## config.mk

```make
export PLATFORM = sky130hd
export DESIGN_NAME = icx_top
export DESIGN_NICKNAME = d
export VERILOG_FILES = /design/src/rtl/icx_pkg.sv /design/src/rtl/icx_sense.sv /design/src/rtl/icx_arbiter.sv /design/src/rtl/icx_regs.sv /design/src/rtl/icx_top.sv
export SDC_FILE = /design/constraint.sdc
export NUM_CORES = 1
export LEC_CHECK = 0
export BUFFER_PORTS_ARGS = -buffer_cell sky130_fd_sc_hd__buf_2
export CORE_ASPECT_RATIO = 1.4
export CORE_MARGIN = 2
export CORE_UTILIZATION = 54
export DETAILED_ROUTE_END_ITERATION = 10
export GPL_TIMING_DRIVEN = 0
export PLACE_DENSITY = 0.77
export SLEW_MARGIN = 40
export SYNTH_ARGS = -nofsm -noshare
export SYNTH_HDL_FRONTEND = slang
export SYNTH_HIERARCHICAL = 1
export SYNTH_SLANG_ARGS = --single-unit
```

## constraint.sdc

```tcl
create_clock -name clk -period 2 [get_ports clk]
set_input_delay 0.3 -clock clk [delete_from_list [all_inputs] [get_ports clk]]
set_output_delay 0.3 -clock clk [all_outputs]
set_load 0.05 [all_outputs]
```

## src/rtl/icx_pkg.sv

```systemverilog
package icx_pkg;

  localparam int NSRC   = 64;
  localparam int WORD_W = 32;
  localparam int ADDR_W = 4;
  localparam int VEC_W  = $clog2(NSRC);

  localparam logic [ADDR_W-1:0] A_MASK_HI = 4'd0;
  localparam logic [ADDR_W-1:0] A_MASK_LO = 4'd1;
  localparam logic [ADDR_W-1:0] A_PEND_HI = 4'd2;
  localparam logic [ADDR_W-1:0] A_PEND_LO = 4'd3;
  localparam logic [ADDR_W-1:0] A_EDGE    = 4'd4;
  localparam logic [ADDR_W-1:0] A_VEC     = 4'd5;
  localparam logic [ADDR_W-1:0] A_PRIO_A  = 4'd6;
  localparam logic [ADDR_W-1:0] A_PRIO_B  = 4'd7;
  localparam logic [ADDR_W-1:0] A_CFG     = 4'd8;

  // edge-select bits that exist: 8..14 (external) and 16..31 (port)
  localparam logic [WORD_W-1:0] EDGE_IMPL = 32'hFFFF_7F00;

  function automatic logic src_reserved(int s);
    return (s == 0) || (s == 31);
  endfunction

  function automatic logic src_in_hi(int s);
    return (s < 16) || ((s >= 32) && (s < 48));
  endfunction

  function automatic int src_bit(int s);
    if (s < 1)       return 0;
    else if (s < 16) return 16 - s;
    else if (s < 19) return 18 - s;
    else if (s < 31) return 33 - s;
    else if (s < 32) return 0;
    else if (s < 48) return 63 - s;
    else             return s - 32;
  endfunction

  function automatic logic src_edge_cap(int s);
    return ((s >= 19) && (s <= 25)) || ((s >= 48) && (s <= 63));
  endfunction

  function automatic int src_edge_bit(int s);
    if ((s >= 19) && (s <= 25))      return 33 - s;
    else if ((s >= 48) && (s <= 63)) return s - 32;
    else                             return 0;
  endfunction

endpackage

```

## src/rtl/icx_sense.sv

```systemverilog
module icx_sense
  import icx_pkg::*;
(
  input  logic              clk,
  input  logic              rst_n,
  input  logic [NSRC-1:0]   src_n,
  input  logic [WORD_W-1:0] edge_sel,
  output logic [WORD_W-1:0] set_hi,
  output logic [WORD_W-1:0] set_lo
);

  logic [NSRC-1:0] hit;

  for (genvar s = 0; s < NSRC; s++) begin : g_src
    if (src_reserved(s)) begin : g_rsv
      assign hit[s] = 1'b0;
    end else if (src_edge_cap(s)) begin : g_edge
      localparam int EB = src_edge_bit(s);
      logic prev_q;
      always_ff @(posedge clk) begin
        if (!rst_n) prev_q <= 1'b1;
        else        prev_q <= src_n[s];
      end
      assign hit[s] = edge_sel[EB] ? (prev_q & ~src_n[s]) : ~src_n[s];
    end else begin : g_lvl
      assign hit[s] = ~src_n[s];
    end
  end

  logic unused_inputs;
  assign unused_inputs = ^{src_n[0], src_n[31], edge_sel[7:0], edge_sel[15]};

  always_comb begin
    set_hi = '0;
    set_lo = '0;
    for (int s = 0; s < NSRC; s++) begin
      if (!src_reserved(s)) begin
        if (src_in_hi(s)) set_hi[src_bit(s)] = set_hi[src_bit(s)] | hit[s];
        else              set_lo[src_bit(s)] = set_lo[src_bit(s)] | hit[s];
      end
    end
  end

endmodule

```

## src/rtl/icx_arbiter.sv

```systemverilog
module icx_arbiter
  import icx_pkg::*;
(
  input  logic              clk,
  input  logic              rst_n,
  input  logic [WORD_W-1:0] pend_hi,
  input  logic [WORD_W-1:0] pend_lo,
  input  logic [WORD_W-1:0] mask_hi,
  input  logic [WORD_W-1:0] mask_lo,
  output logic [VEC_W-1:0]  vec_num
);

  logic [NSRC-1:0] act;

  always_comb begin
    act = '0;
    for (int s = 0; s < NSRC; s++) begin
      if (!src_reserved(s)) begin
        if (src_in_hi(s)) act[s] = pend_hi[src_bit(s)] & mask_hi[src_bit(s)];
        else              act[s] = pend_lo[src_bit(s)] & mask_lo[src_bit(s)];
      end
    end
  end

  // lowest-numbered active source wins
  always_comb begin
    vec_num = '0;
    for (int s = NSRC - 1; s >= 1; s--) begin
      if (act[s]) vec_num = VEC_W'(s);
    end
  end

  a_r8_winner_active: assert property (@(posedge clk) disable iff (!rst_n)
    (vec_num != '0) |-> act[vec_num]);

endmodule

```

## src/rtl/icx_regs.sv

```systemverilog
module icx_regs
  import icx_pkg::*;
#(
  parameter logic [WORD_W-1:0] PRIO_RST = 32'h0530_9770,
  parameter int                CFG_W    = 16,
  parameter logic [CFG_W-1:0]  CFG_RST  = '0
) (
  input  logic              clk,
  input  logic              rst_n,
  input  logic              bus_valid,
  input  logic              bus_write,
  input  logic [ADDR_W-1:0] bus_addr,
  input  logic [WORD_W-1:0] bus_wdata,
  input  logic [WORD_W-1:0] set_hi,
  input  logic [WORD_W-1:0] set_lo,
  input  logic [VEC_W-1:0]  vec_num,
  output logic [WORD_W-1:0] mask_hi,
  output logic [WORD_W-1:0] mask_lo,
  output logic [WORD_W-1:0] pend_hi,
  output logic [WORD_W-1:0] pend_lo,
  output logic [WORD_W-1:0] edge_sel,
  output logic              rd_valid,
  output logic [WORD_W-1:0] rd_data
);

  localparam int VEC_SHIFT = WORD_W - VEC_W;

  logic [WORD_W-1:0] prio_a, prio_b;
  logic [CFG_W-1:0]  cfg_q;
  logic              wr_en, rd_en;
  logic [WORD_W-1:0] clr_hi, clr_lo, rmux;

  assign wr_en  = bus_valid & bus_write;
  assign rd_en  = bus_valid & ~bus_write;
  assign clr_hi = (wr_en && bus_addr == A_PEND_HI) ? bus_wdata : '0;
  assign clr_lo = (wr_en && bus_addr == A_PEND_LO) ? bus_wdata : '0;

  always_ff @(posedge clk) begin
    if (!rst_n) begin
      mask_hi  <= '0;
      mask_lo  <= '0;
      pend_hi  <= '0;
      pend_lo  <= '0;
      edge_sel <= '0;
      prio_a   <= PRIO_RST;
      prio_b   <= PRIO_RST;
      cfg_q    <= CFG_RST;
    end else begin
      pend_hi <= (pend_hi & ~clr_hi) | set_hi;
      pend_lo <= (pend_lo & ~clr_lo) | set_lo;
      if (wr_en) begin
        case (bus_addr)
          A_MASK_HI: mask_hi  <= bus_wdata;
          A_MASK_LO: mask_lo  <= bus_wdata;
          A_EDGE:    edge_sel <= bus_wdata & EDGE_IMPL;
          A_PRIO_A:  prio_a   <= bus_wdata;
          A_PRIO_B:  prio_b   <= bus_wdata;
          A_CFG:     cfg_q    <= bus_wdata[CFG_W-1:0];
          default:   ;
        endcase
      end
    end
  end

  always_comb begin
    case (bus_addr)
      A_MASK_HI: rmux = mask_hi;
      A_MASK_LO: rmux = mask_lo;
      A_PEND_HI: rmux = pend_hi;
      A_PEND_LO: rmux = pend_lo;
      A_EDGE:    rmux = edge_sel;
      A_VEC:     rmux = {vec_num, {VEC_SHIFT{1'b0}}};
      A_PRIO_A:  rmux = prio_a;
      A_PRIO_B:  rmux = prio_b;
      A_CFG:     rmux = {{(WORD_W-CFG_W){1'b0}}, cfg_q};
      default:   rmux = '0;
    endcase
  end

  always_ff @(posedge clk) begin
    if (!rst_n) begin
      rd_valid <= 1'b0;
      rd_data  <= '0;
    end else begin
      rd_valid <= rd_en;
      if (rd_en) rd_data <= rmux;
    end
  end

  a_r5_clear_hi: assert property (@(posedge clk) disable iff (!rst_n)
    (wr_en && bus_addr == A_PEND_HI) |=>
      ((pend_hi & $past(bus_wdata) & ~$past(set_hi)) == '0));

  a_r6_set_wins: assert property (@(posedge clk) disable iff (!rst_n)
    (set_lo != '0) |=> ((pend_lo & $past(set_lo)) == $past(set_lo)));

endmodule

```

## src/rtl/icx_top.sv

```systemverilog
module icx_top
  import icx_pkg::*;
#(
  parameter logic [31:0] PRIO_RST = 32'h0530_9770,
  parameter logic [15:0] CFG_RST  = 16'h0000
) (
  input  logic              clk,
  input  logic              rst_n,
  input  logic [63:0]       src_n,
  input  logic              bus_valid,
  input  logic              bus_write,
  input  logic [3:0]        bus_addr,
  input  logic [31:0]       bus_wdata,
  output logic              rd_valid,
  output logic [31:0]       rd_data,
  output logic              irq_req
);

  logic [WORD_W-1:0] set_hi, set_lo;
  logic [WORD_W-1:0] mask_hi, mask_lo, pend_hi, pend_lo, edge_sel;
  logic [VEC_W-1:0]  vec_num;

  icx_sense u_sense (
    .clk      (clk),
    .rst_n    (rst_n),
    .src_n    (src_n),
    .edge_sel (edge_sel),
    .set_hi   (set_hi),
    .set_lo   (set_lo)
  );

  icx_arbiter u_arb (
    .clk     (clk),
    .rst_n   (rst_n),
    .pend_hi (pend_hi),
    .pend_lo (pend_lo),
    .mask_hi (mask_hi),
    .mask_lo (mask_lo),
    .vec_num (vec_num)
  );

  icx_regs #(
    .PRIO_RST (PRIO_RST),
    .CFG_W    (16),
    .CFG_RST  (CFG_RST)
  ) u_regs (
    .clk       (clk),
    .rst_n     (rst_n),
    .bus_valid (bus_valid),
    .bus_write (bus_write),
    .bus_addr  (bus_addr),
    .bus_wdata (bus_wdata),
    .set_hi    (set_hi),
    .set_lo    (set_lo),
    .vec_num   (vec_num),
    .mask_hi   (mask_hi),
    .mask_lo   (mask_lo),
    .pend_hi   (pend_hi),
    .pend_lo   (pend_lo),
    .edge_sel  (edge_sel),
    .rd_valid  (rd_valid),
    .rd_data   (rd_data)
  );

  assign irq_req = |(pend_hi & mask_hi) | |(pend_lo & mask_lo);

  a_r4_req_matches_vec: assert property (@(posedge clk) disable iff (!rst_n)
    irq_req == (vec_num != '0));

endmodule

```

=== After elaboration in Yosys (flattened, before gate mapping) ===
Index checks and enable logic that the tools add are counted.

* Bitwise logic cells: 159
* Multiplexer cells: 88
* Eq/ne operators: 8
* Reductions and logical operators: 11

{| class="wikitable"
|+ Operators with widths
! kind !! number
|-
| 6-bit two-way mux || 62
|-
| 32-bit one-hot mux with 9 select lines || 1
|-
| 32-bit AND || 4
|-
| 1-bit AND || 87
|-
| 32-bit two-way mux || 2
|-
| 32-bit inverter || 2
|-
| 32-bit OR || 2
|-
| 32-bit OR reduction || 2
|-
| 1-bit inverter || 63
|-
| 1-bit two-way mux || 23
|-
| 4-bit by 3-bit equality test with 1-bit output, second input constant || 4
|-
| 2-bit AND reduction || 6
|-
| 4-bit by 2-bit equality test with 1-bit output, second input constant || 2
|-
| 4-bit by 1-bit equality test with 1-bit output, second input constant || 1
|-
| 4-bit equality test, second input constant || 1
|-
| 4-bit zero test || 1
|-
| 1-bit logical AND || 2
|-
| 1-bit OR || 1
|}

* Word-level logic and storage cells: 299
* Bits of input ports: 104
* Flip-flop bits (word level): 287
* Output and inout bits: 34

=== Logic depth before layout (Yosys ltp) ===
* Word-level depth: 64
* Mapped depth: 10
* Mapped depth without buffers: 10

=== Modules after synthesis ===
The synthesis kept the hierarchy.

{| class="wikitable"
|+ By module, submodules not included
! module !! seq. area each (µm²) !! cells an instance !! area each (µm²) !! times used
|-
| icx_regs || 5285.1 || 1303 || 11571.1 || 1
|-
| icx_arbiter || 0.0 || 177 || 1061.0 || 1
|-
| icx_sense || 460.4 || 136 || 983.4 || 1
|-
| icx_top || 0.0 || 37 || 362.8 || 1
|}

=== Worst setup path after synthesis ===
Ideal clock, no wire load.

* Path kind: reg-to-reg
* Start point: register u_regs.pend_lo[30]
* End point: register u_regs.rd_data[26]
* Cell stages (with the launch flop): 11
* Slack: 42 ps
* Clock period less this slack: 1958 ps
* Arrival: 1831 ps
* Path through: dfxtp_1 nand2_1 a32o_1 a41oi_2 a211oi_1 o41ai_1 a21oi_1 mux2i_1 nor2_1 a221oi_1 o211ai_1

* Word-level cells in the longest chain between the ends: 63

{| class="wikitable"
|+ RTL lines
! item !! RTL line !! RTL
|-
| from (decl) || icx_regs.sv:20 || <nowiki>output logic [WORD_W-1:0] pend_lo,</nowiki>
|-
| from (signal assigned) || icx_regs.sv:50 || <nowiki>pend_lo <= (pend_lo & ~clr_lo) | set_lo;</nowiki>
|-
| 1-bit AND || icx_arbiter.sv:20 || <nowiki>else act[s] = pend_lo[src_bit(s)] & mask_lo[src_bit(s)];</nowiki>
|-
| 6-bit two-way mux (61 in a row) || icx_arbiter.sv:29 || <nowiki>if (act[s]) vec_num = VEC_W'(s);</nowiki>
|-
| named net vec_num[0] || icx_top.sv:21 || <nowiki>logic [VEC_W-1:0] vec_num;</nowiki>
|-
| 32-bit one-hot mux with 9 select lines || icx_regs.sv:66 || <nowiki>case (bus_addr)</nowiki>
|-
| to (signal assigned) || icx_regs.sv:86 || <nowiki>if (rd_en) rd_data <= rmux;</nowiki>
|-
| to (decl) || icx_regs.sv:23 || <nowiki>output logic [WORD_W-1:0] rd_data</nowiki>
|}

The timed path passes the listed nets, and every way through them passes these cells.
A chain may end at the register's enable or synchronous reset.

=== Final worst setup path ===
* Start point: register u_regs.mask_hi[15]
* End point: output port irq_req

* Word-level cells in the longest chain between the ends: 3

{| class="wikitable"
|+ RTL lines
! item !! RTL line !! RTL
|-
| from (decl) || icx_regs.sv:17 || <nowiki>output logic [WORD_W-1:0] mask_hi,</nowiki>
|-
| from (signal assigned) || icx_regs.sv:53 || <nowiki>A_MASK_HI: mask_hi <= bus_wdata;</nowiki>
|-
| 32-bit AND || icx_top.sv:65 || <nowiki>assign irq_req = |(pend_hi & mask_hi) | |(pend_lo & mask_lo);</nowiki>
|-
| 32-bit OR reduction || icx_top.sv:65 ||
|-
| 1-bit OR || icx_top.sv:65 ||
|-
| to (decl) || icx_top.sv:16 || <nowiki>output logic irq_req</nowiki>
|}

No other way between the ends.

==> impl_results.md <==
* RSZ-0062 raised after global routing: yes
* Worst Tran Pin Value at about 970 ps
* Total congestion overflow at 0
* Nets at between 1.5k and 2k
* H-Tree Depth at 1
* Share of cells above drive strength 1 at about 22%
* CTS clk-pin slew, worst paths at approximately 60 ps
* Outcome: complete, but fails checks
* Routability congestion estimate at 1.092
* Core area at ~25000 µm²
* Routed vias/inst at approximately 6.5
* Critical path type: register to output port
* Final Max Tran Viols at 0
* Post-Place Cells at between 2k and 2.5k
* Global-route wire length before repair at approximately 87000 µm
* CP required at about 1700 ps
* CTS tree: built
* Final Skew at between 20 and 25 ps
* Synth Instances at approximately 1.6k
* Drt total wl at ~61000 µm
* Failing checks: negative setup slack
* Min cycle time layout at roughly 2600 ps
* Largest net degree at the start of global routing at 14
* Hpwl dp at between 40000 and 50000 µm
* Routed wire per std cell at roughly 28 µm
* Buffers on Ports at ~130
* Final hold vios at 0
* Final hold slack at approximately 10 ps
* Max Freq at ~380 MHz
* Vias at approximately 14k
* Leak at a little under 7 nW
* Slew HR at between 30% and 40%
* DIE WIDTH at between 100 and 150 µm
* Total GRT Usage at between 40% and 50%
* Critical-path maximum fanout at 3
* Worst setup SP type: register
* R2r setup slk at -410 ps
* Non-Filler Instances at ~2.2k
* Final ANT Viol Nets at 0
* Total CTS buffers at 28
* Tightest Hold Check Type: primary input to register
* Worst skew pair latency at 560 ps
* Synth warnings at 6
* Crit share post-route at 130.5%
* Cell Pwr Density at roughly 770 nW/µm²
* Row count at a little under 70
* Vias in the first global route at ~14k
* Initial DRT Pass Iterations at 6
* # fillers at 2176
* Max Cap Viol at 0
* TNS Setup at -1945 ps
* Cell Area, Synth at about 14000 µm²
* Setup WS post-layout at -610.4 ps
* Boundary Pins at 138
* Area growth syn-to-layout at 20.67%
* Drt initial violations at roughly 1.4k
* Die ar. at roughly 27000 µm²
* WP data arrival at approximately 2300 ps
* Initial antenna violation count at 1
* Syn avg cell area at roughly 8.5 µm²
* VDD IR max at slightly below 1 mV
* Clk sinks at between 200 and 300
* Chip Height at 193.9 µm
* Final Util at between 60% and 70%
* CTS Buffer Depth at 3
* Root Buffer: clkbuf_16
* CP Capture Type: output port
* Detailed-route DRC error count at 0
* Pre-CTS setup slack at -927.9 ps
* Final setup fails at 8
* Initial core utilization at around 55%
where the power goes:
part           total, mW  switching [mW]  internal [mW]
combinational       1.33           0.814          0.520
clock               5.38            2.26           3.12
sequential          6.14           0.262           5.87
path summary, 6_finish.rpt:
check                                   startpoint                  to  cells after the start
worst min-delay path                     src_n[10]   u_regs/pend_hi[6]                      3
worst min register to register  u_regs/rd_data[17]  u_regs/rd_data[17]                      2
worst max register to register  u_regs/pend_hi[21]  u_regs/rd_data[26]                      9
worst max-delay path            u_regs/mask_hi[15]             irq_req                      5
through the flow:
stage / cell area [µm²] / power, mW
finish: 16780 / 12.85
floorplan: 13910 / 6.820
global route: 16780 / 13.13
global placement: 14980 / 7.401
detailed placement: 15010 / 7.432
CTS: 16550 / 12.78
worst max-delay path, stage by stage (launching register included):
cell	delay [ps]
dfxtp_4	360
a22o_1	230
a221oi_2	280
nand4_1	130
or4_4	590
buf_8	170
timing repair:
item,CTS,global route
setup buffers,4,9
setup endpoints to repair,7,16
hold buffers,24,0
pin swaps,20,18
gates resized for setup,107,45
hold endpoints to repair,23,0
cells in the final DEF (no fill, tap or decap), types with 16 or more instances in the layout:
| cell type | count |
|---|---|
| inv_1 | 67 |
| dfxtp_1 | 230 |
| nand2b_1 | 28 |
| dlygate4sd3_1 | 24 |
| buf_2 | 162 |
| o21a_1 | 65 |
| dfxtp_2 | 42 |
| nand3_1 | 34 |
| mux2i_1 | 50 |
| a21oi_1 | 54 |
| a22o_1 | 35 |
| mux2_2 | 17 |
| nand2_1 | 408 |
| o21ai_0 | 25 |
| a21boi_1 | 80 |
| nor2_1 | 20 |
| a22oi_1 | 21 |
| a221oi_2 | 20 |
| a22oi_2 | 16 |
| a21boi_0 | 130 |
| buf_4 | 20 |
| clkbuf_1 | 60 |
| clkbuf_16 | 29 |
flip-flops by register name (all words and copies together), names as in the netlist:
register and count:
u_regs/mask_hi 32, u_regs/mask_lo 32, u_regs/pend_hi 32, u_regs/pend_lo 32
u_regs/prio_a 32, u_regs/prio_b 32, u_regs/rd_data 32, u_regs/edge_sel 23
u_sense/g_src.g_edge.prev_q 23, u_regs/cfg_q 16, u_regs/rd_valid 1
final cells by class:
class                      count  area (µm²)  share of cell area (%)
sequential                   287        5854                   34.88
tap                          319       399.1                   2.378
timing repair buffer         171        1036                   6.173
clock buffer                  44       842.1                   5.018
inverter                      67       251.5                   1.499
clock inverter                 5       75.07                  0.4473
antenna                        1       2.502                 0.01491
multi-input combinational   1182        7776                   46.34
buffer                       108       545.5                   3.251
routing by layer:
layer,track usage (%),up-vias,share of wire (%)
li1,-,6197,-
met2,70.88,904,46
met3,8.422,308,9.6
met4,35.78,0,10
met5,0,-,0
met1,48.64,6771,34
(Power assumes the default switching activity.)
